--- config.mk ---
export PLATFORM = sky130hd
export DESIGN_NAME = flash_guard_ctrl
export DESIGN_NICKNAME = d
export VERILOG_FILES = /design/src/rtl/flash_guard_pkg.sv /design/src/rtl/flash_guard_regs.sv /design/src/rtl/flash_guard_fault.sv /design/src/rtl/flash_guard_mode.sv /design/src/rtl/flash_guard_ctrl.sv
export SDC_FILE = /design/constraint.sdc
export NUM_CORES = 1
export LEC_CHECK = 0
export BUFFER_PORTS_ARGS = -buffer_cell sky130_fd_sc_hd__buf_2
export CORE_MARGIN = 4
export CORE_UTILIZATION = 35
export DETAILED_ROUTE_END_ITERATION = 8
export PLACE_DENSITY = 0.72
export SYNTH_ARGS = -nofsm -noshare
export SYNTH_HDL_FRONTEND = slang
export SYNTH_SLANG_ARGS = --single-unit
--- constraint.sdc ---
create_clock -name clk -period 0.8 [get_ports clk]
set_input_delay 0 -clock clk [delete_from_list [all_inputs] [get_ports clk]]
set_output_delay 0 -clock clk [all_outputs]
set_load 0.005 [all_outputs]
--- src/rtl/flash_guard_pkg.sv ---
package flash_guard_pkg;

    localparam int SEL_MODE = 0;
    localparam int SEL_BLK  = 1;

    typedef struct packed {
        logic ev;   // erase-verify request
        logic pv;   // program-verify request
        logic er;   // erase request
        logic pg;   // program request
    } mode_bits_t;

    localparam int MODE_BITS = $bits(mode_bits_t);

    typedef enum logic [2:0] {
        MODE_IDLE  = 3'd0,
        MODE_PROG  = 3'd1,
        MODE_ERASE = 3'd2,
        MODE_PVFY  = 3'd3,
        MODE_EVFY  = 3'd4
    } mode_e;

    typedef struct packed {
        logic rd;
        logic exc;
        logic exc_rst;
        logic sleep;
        logic xm;
    } fault_evt_t;

    function automatic mode_e pick_mode(mode_bits_t b, logic lock);
        if (b.pg && !lock)      return MODE_PROG;
        else if (b.er && !lock) return MODE_ERASE;
        else if (b.pv)          return MODE_PVFY;
        else if (b.ev)          return MODE_EVFY;
        return MODE_IDLE;
    endfunction

    function automatic logic fault_hit(fault_evt_t e);
        return e.rd | (e.exc & ~e.exc_rst) | e.sleep | e.xm;
    endfunction

endpackage

--- src/rtl/flash_guard_regs.sv ---
module flash_guard_regs
    import flash_guard_pkg::*;
#(
    parameter int DATA_W = 8,
    parameter int BLK_W  = 8
) (
    input  logic              clk,
    input  logic              rst,
    input  logic              hw_stby,
    input  logic              wr_en,
    input  logic              wr_sel,
    input  logic [DATA_W-1:0] wr_data,
    output mode_bits_t        mode_q,
    output logic [BLK_W-1:0]  blk_q
);

    always_ff @(posedge clk) begin
        if (rst || hw_stby) begin
            mode_q <= '0;
            blk_q  <= '0;
        end else if (wr_en) begin
            if (wr_sel == 1'(SEL_MODE))
                mode_q <= mode_bits_t'(wr_data[MODE_BITS-1:0]);
            else
                blk_q  <= wr_data[BLK_W-1:0];
        end
    end

endmodule

--- src/rtl/flash_guard_fault.sv ---
module flash_guard_fault
    import flash_guard_pkg::*;
(
    input  logic       clk,
    input  logic       rst,
    input  logic       hw_stby,
    input  logic       pe_active,
    input  fault_evt_t evt,
    output logic       lock_q
);

    logic hit;

    always_comb hit = pe_active & fault_hit(evt);

    always_ff @(posedge clk) begin
        if (rst || hw_stby)
            lock_q <= 1'b0;
        else if (hit)
            lock_q <= 1'b1;
    end

endmodule

--- src/rtl/flash_guard_mode.sv ---
module flash_guard_mode
    import flash_guard_pkg::*;
(
    input  mode_bits_t mode_q,
    input  logic       lock,
    output mode_bits_t strobe
);

    mode_e cur;

    always_comb cur = pick_mode(mode_q, lock);

    for (genvar i = 0; i < MODE_BITS; i++) begin : g_strb
        assign strobe[i] = (cur == mode_e'(3'(i + 1)));
    end

endmodule

--- src/rtl/flash_guard_ctrl.sv ---
module flash_guard_ctrl
    import flash_guard_pkg::*;
#(
    parameter int DATA_W = 8,
    parameter int BLK_W  = 8
) (
    input  logic              clk,
    input  logic              rst,
    input  logic              hw_stby,
    input  logic              wr_en,
    input  logic              wr_sel,
    input  logic [DATA_W-1:0] wr_data,
    input  logic              flash_rd,
    input  logic              exc_entry,
    input  logic              exc_is_reset,
    input  logic              sleep_entry,
    input  logic              xmaster_grant,
    output logic              prog_strobe,
    output logic              erase_strobe,
    output logic              pverify_strobe,
    output logic              everify_strobe,
    output logic              err_flag,
    output logic [DATA_W-1:0] mode_rd,
    output logic [BLK_W-1:0]  blk_rd
);

    localparam int ERR_POS = DATA_W - 1;

    mode_bits_t mode_q;
    mode_bits_t strobe;
    fault_evt_t evt;
    logic       lock_q;

    flash_guard_regs #(.DATA_W(DATA_W), .BLK_W(BLK_W)) u_regs (
        .clk     (clk),
        .rst     (rst),
        .hw_stby (hw_stby),
        .wr_en   (wr_en),
        .wr_sel  (wr_sel),
        .wr_data (wr_data),
        .mode_q  (mode_q),
        .blk_q   (blk_rd)
    );

    flash_guard_mode u_mode (
        .mode_q (mode_q),
        .lock   (lock_q),
        .strobe (strobe)
    );

    always_comb begin
        evt.rd      = flash_rd;
        evt.exc     = exc_entry;
        evt.exc_rst = exc_is_reset;
        evt.sleep   = sleep_entry;
        evt.xm      = xmaster_grant;
    end

    flash_guard_fault u_fault (
        .clk       (clk),
        .rst       (rst),
        .hw_stby   (hw_stby),
        .pe_active (strobe.pg | strobe.er),
        .evt       (evt),
        .lock_q    (lock_q)
    );

    always_comb begin
        mode_rd                  = '0;
        mode_rd[MODE_BITS-1:0]   = mode_q;
        mode_rd[ERR_POS]         = lock_q;
        prog_strobe              = strobe.pg;
        erase_strobe             = strobe.er;
        pverify_strobe           = strobe.pv;
        everify_strobe           = strobe.ev;
        err_flag                 = lock_q;
    end

endmodule

==> run metrics, run 1 <==
leakage 0.487 nW; unrepaired setup endpoints after global routing yes; Inserted Clock Buffers 3; cell family with most CP delay buffers and inverters; largest area contributor in the netlist dfxtp_1; Worst EP required 800 ps; Post-synth top flop dfxtp_1; number of stages on the worst setup path 4; Reg-to-Reg End u_fault.lock_q$_SDFFE_PP0P_; Iteration-0 DRC Markers 17; vias 640; Syn Area/Cell 8.63 µm²; part of the Yosys area used for sequential elements 45.0%; CTS tree built; Crit. End Element output port; antenna-violating nets left 0; gpl congestion 0.686; Hold WC Path Type primary input to register; Total GRT Usage 15.3%; CP Data Arrival Time 1060 ps; Final period util 132%; Worst path max stage delay 330 ps; Max Fclk 0.945 GHz; vias in the first global route 631; area delta synth->final 72.5%; Reg area 268 µm²; top cells by area, synth dfxtp_1, a21oi_1, mux2i_1; initial antenna violation count 0; crit start category register; drt wl/cell 12.9 µm; Tot Pwr 1.31 mW; hpwl dp 1.23 mm; count of pins over their slew limit 0; worst r2r src u_fault.lock_q$_SDFFE_PP0P_; Worst Path Buf+Inv 4; Synth Register Bits 13; slowest stage cell, crit path dfxtp_2; post-route setup slack -258 ps; Hold EP u_fault.lock_q$_SDFFE_PP0P_; Mapped Cells 67; die area 2370 µm²; Clock Tree Buf Depth 2; area used by multi-input combinational logic 294 µm²; Async S/R FF share, synth 0%; Clock Skews 0.481 ps; unique cell type count in the Yosys netlist 19; fillers 130; Synth top area share 45.0%; num rows 14; Vias/cell 4.64; Yosys Warn Count 0; largest net degree at the start of global routing 9; number of enable flip-flop cells after synthesis 0; Worst-path clk slew 80 ps; setup_tns -1420 ps; DR DRC count 0; Die Ht 48.6 µm; Hold Path Stages 3; R2R Setup Slk -90 ps; nets 141; first-pass GRT wire length 2.94 mm; area of the core 1540 µm²; Final Core Density 64.7%; most repeated library cell on the critical path buf_6; CP Max Fanout 3; port bufs 35; Worst Setup Path Type register to output port; Initial Util 37.5%; synthesized area 578 µm²; fin crit period 1060 ps; share of post-route cells with drive strength above 1 48.4%; max cap viols 0; 1st-pass router iterations 4; H-tree depth 1; GR Overflow Total 0; n_diodes 0; die width 48.6 µm; outcome complete, but fails checks; Routed WL 1.77 mm; Sink Count 13; Hold Startpoint hw_stby; worst reg-to-reg path cell count 3; CP cell instances buf_4, buf_6, buf_6, buf_6; Top-Level Pins 39; Clock Latency Late Sink 270 ps; most frequent cell after synthesis dfxtp_1; PD cells 1320 nW/µm²; final setup vio count 10; Fin. Hold Viols 0; failing checks setup timing; maximum vdd ir drop 1130 µV; clock root cell clkbuf_4; top cells by count, synth dfxtp_1, a21oi_1, nand2_1, nand3_1, nor2_1
-- cell families after synthesis --
group	count (synthesis)	synth area share (%)
other cells	1	0.649
simple gates	32	28.4
compound gates	9	8.23
flops	13	45.0
mux	4	6.93
buf+inv	8	10.8
-- power breakdown --
part | total [mW] | internal (mW) | switching [mW] | leakage, nW
Combinational | 0.241 | 0.138 | 0.103 | 0.364
Sequential | 0.667 | 0.659 | 0.00874 | 0.108
Clock | 0.406 | 0.193 | 0.213 | 0.0150
-- worst max-delay path by stage --
stage,from,end,slack (ps)
after floorplan,u_fault.lock_q$_SDFFE_PP0P_,u_fault.lock_q$_SDFFE_PP0P_,60
after global placement,u_regs.mode_q[1]$_SDFFE_PP0P_,everify_strobe,20
after detailed placement,u_fault.lock_q$_SDFFE_PP0P_,u_fault.lock_q$_SDFFE_PP0P_,-10
after CTS,u_regs.mode_q[1]$_SDFFE_PP0P_,everify_strobe,-250
after global routing,u_regs.mode_q[1]$_SDFFE_PP0P_,everify_strobe,-320
final,u_regs.mode_q[1]$_SDFFE_PP0P_,mode_rd[1],-260
-- area by class of cell --
cell class,instances,area share [%]
timing repair buffer,57,39.0
multi-input combinational,48,29.5
sequential,13,26.9
clock buffer,4,2.63
tap,16,2.01
-- tightest hold or removal path, delay by kind of cell --
| family | cells | cell delay, ps |
|---|---|---|
| compound gates | 1 | 60 |
| buf+inv | 1 | 70 |
| simple gates | 1 | 130 |
-- layout by cell type, fill, tap and decap left out, drive strengths merged --
| cell | instances |
|---|---|
| a211oi | 1 |
| a21oi | 8 |
| buf | 47 |
| clkbuf | 4 |
| conb | 3 |
| dfxtp | 13 |
| dlygate4sd3 | 10 |
| mux2i | 4 |
| nand2 | 9 |
| nand2b | 1 |
| nand3 | 8 |
| nor2 | 6 |
| nor2b | 3 |
| nor3 | 1 |
| nor3b | 2 |
| nor4 | 1 |
| or2 | 1 |
-- flip-flops by register name, indices dropped and copies added (netlist names) --
register	cells
u_fault.lock_q	1
u_regs.blk_q	8
u_regs.mode_q	4
-- routing by layer --
layer / wire length [µm] / track usage, % / up-vias
met5: 0 / 0 / -
met2: 890 / 24.8 / 30
met3: 120 / 2.76 / 4
li1: - / - / 325
met4: 39 / 8.52 / 0
met1: 723 / 18.9 / 281
-- stage by stage --
stage / area [µm²] / setup slack, ps / instances / hold WS, ps
after global routing: 997 / -317 / 138 / 31.9
after floorplan: 586 / 55.6 / 69 / 147
final: 997 / -258 / 138 / 30.7
after CTS: 958 / -253 / 137 / 27.1
after detailed placement: 778 / -13.1 / 120 / 267
after global placement: 778 / 24.2 / 120 / 256
-- repair_timing --
action,CTS,global route
resized for setup,8,7
setup buffers,3,1
hold buffers,10,0
endpoints found under the hold margin,11,0
setup endpoints to repair,8,10
pin swaps,2,1
(Power assumes the default switching activity.)
==> run 2, diff against run 1 <==
Settings changed: CELL_PAD_IN_SITES_DETAIL_PLACEMENT from default to 0, CELL_PAD_IN_SITES_GLOBAL_PLACEMENT from default to 1, CORE_UTILIZATION 35 to 24, GPL_TIMING_DRIVEN from default to 1, PLACE_DENSITY 0.72 to default, PLACE_DENSITY_LB_ADDON from default to 0.2.
==> run 2 against run 1 <==
  * The run still ends with setup timing left
  * Hold slack lost 23 ps
  * Critical endpoint is now everify_strobe
  * Combinational power down 2%
  * Register-to-register slack improved by 20 ps
  * Critical path type unchanged
  * Largest cell class unchanged
  * Largest power group unchanged
  * Clock-buffer cell count shrank 1
  * Highest routed layer unchanged
==> run metrics, run 2 (synthesis gave the netlist of run 1 again) <==
CTS tree built; Crit. End Element output port; nets 141; Worst Setup Path Type register to output port; post-route setup slack -267 ps; port bufs 35; hpwl dp 1.18 mm; Vias/cell 4.33; H-tree depth 1; leakage 0.491 nW; Hold WC Path Type primary input to register; R2R Setup Slk -70 ps; first-pass GRT wire length 2.40 mm; Fin. Hold Viols 0; Seq pwr share 50.8%; Initial Util 25.6%; area of the core 2250 µm²; gpl congestion 0.650; area delta synth->final 79.0%; largest net degree at the start of global routing 9; maximum vdd ir drop 1120 µV; Hold Path Stages 3; Internal Power 0.981 mW; clock root cell clkbuf_4; Tot Pwr 1.31 mW; vias in the first global route 580; Max Fclk 0.937 GHz; count of pins over their slew limit 0; Clock Skews 0.0930 ps; outcome complete, but fails checks; 1st-pass router iterations 4; final setup vio count 10; Worst EP required 800 ps; initial antenna violation count 0; Clock Tree Buf Depth 2; most common cell after layout, fill and taps aside buf_2; worst reg-to-reg path cell count 4; share of post-route cells with drive strength above 1 51.6%; proportion of power drawn by combinational gates 18.1%; Clk network pwr share 31.1%; antenna-violating nets left 0; Sw Pwr 0.330 mW; fin crit period 1070 ps; Die Ht 57.1 µm; vias 649; Net Sw Frac 25.2%; die width 57.1 µm; Fin Hold WS 7.92 ps; num rows 17; GR Overflow Total 0; Largest Register u_regs.blk_q; Routed WL 1.61 mm; unrepaired setup endpoints after global routing yes; Iteration-0 DRC Markers 8; Top-Level Pins 39; crit start category register; max cap viols 0; failing checks setup timing; Final Core Density 45.9%; PD cells 1270 nW/µm²; drt wl/cell 10.7 µm; most frequent cells in the layout buf_2, dlygate4sd3_1, buf_4, dfxtp_1; Clock Latency Late Sink 280 ps; Inserted Clock Buffers 3; Sink Count 13; n_diodes 0; max FFs per register 8; Worst-path clk slew 90 ps; CP Max Fanout 3; Final period util 133%; CP Data Arrival Time 1070 ps; fillers 246; biggest regs u_regs.blk_q (8), u_regs.mode_q (4), u_fault.lock_q (1); die area 3260 µm²; Total GRT Usage 9.20%; DR DRC count 0
run 2: cell count changes in the layout (fill, tap and decap cells not counted), sizes merged:
cell    previous run  this run
clkbuf             4         3
clkinv             0         1
run 2: final cells by class:
class | instances | area [µm²] | area share, %
Multi-Input combinational cell | 48 | 300 | 29.0
Clock inverter | 1 | 5.00 | 0.484
Tap cell | 28 | 35.0 | 3.39
Clock buffer | 3 | 22.5 | 2.18
Timing Repair Buffer | 57 | 402 | 38.8
Sequential cell | 13 | 270 | 26.1
run 2: what timing repair did:
| action | in CTS | in global routing |
|---|---|---|
| hold buffers | 10 | 0 |
| endpoints found under the setup margin | 8 | 10 |
| buffers inserted | 3 | 1 |
| endpoints found under the hold margin | 13 | 0 |
| resized for setup | 11 | 9 |
run 2: power groups by stage:
| stage | Clock (mW) | Sequential [mW] | Combinational [mW] |
|---|---|---|---|
| 6_report | 0.408 | 0.666 | 0.237 |
| 5_1_grt | 0.462 | 0.668 | 0.258 |
| 4_1_cts | 0.434 | 0.667 | 0.228 |
| 3_5_place_dp | 0 | 0.685 | 0.175 |
| 3_3_place_gp | 0 | 0.685 | 0.175 |
| 2_1_floorplan | 0 | 0.687 | 0.0995 |
run 2: final timing paths:
path / endpoint / startpoint
max: everify_strobe / u_regs.mode_q[1]$_SDFFE_PP0P_
min: u_fault.lock_q$_SDFFE_PP0P_ / rst
max reg2reg: u_regs.mode_q[1]$_SDFFE_PP0P_ / u_regs.mode_q[1]$_SDFFE_PP0P_
min reg2reg: u_regs.blk_q[1]$_SDFFE_PP0P_ / u_regs.blk_q[1]$_SDFFE_PP0P_
run 2: metrics by stage:
step,setup TNS [ps],setup slack (ps),instances,cell area (µm²)
3_5_place_dp,-4.99,-4.99,132,793
3_3_place_gp,0,16.4,132,793
5_1_grt,-1990,-345,150,1030
4_1_cts,-1450,-306,149,988
2_1_floorplan,0,55.6,69,586
6_report,-1430,-267,150,1030
run 2: critical path, cell delays in order, from the launching register on:
cell     delay [ps]
dfxtp_2         340
nor2_2          110
nor2_2           60
nor3b_2         140
buf_2           130
run 2: layer usage:
layer  routed length, µm  up-vias  GRT usage, %  part of all wire (%)
li1                    -      329             -                     -
met1                 701      293          11.5                    44
met2                 739       25          14.7                    46
met3                 157        2          4.75                   9.8
met4                   6        0         0.993                  0.37
met5                   0        -             0                     0
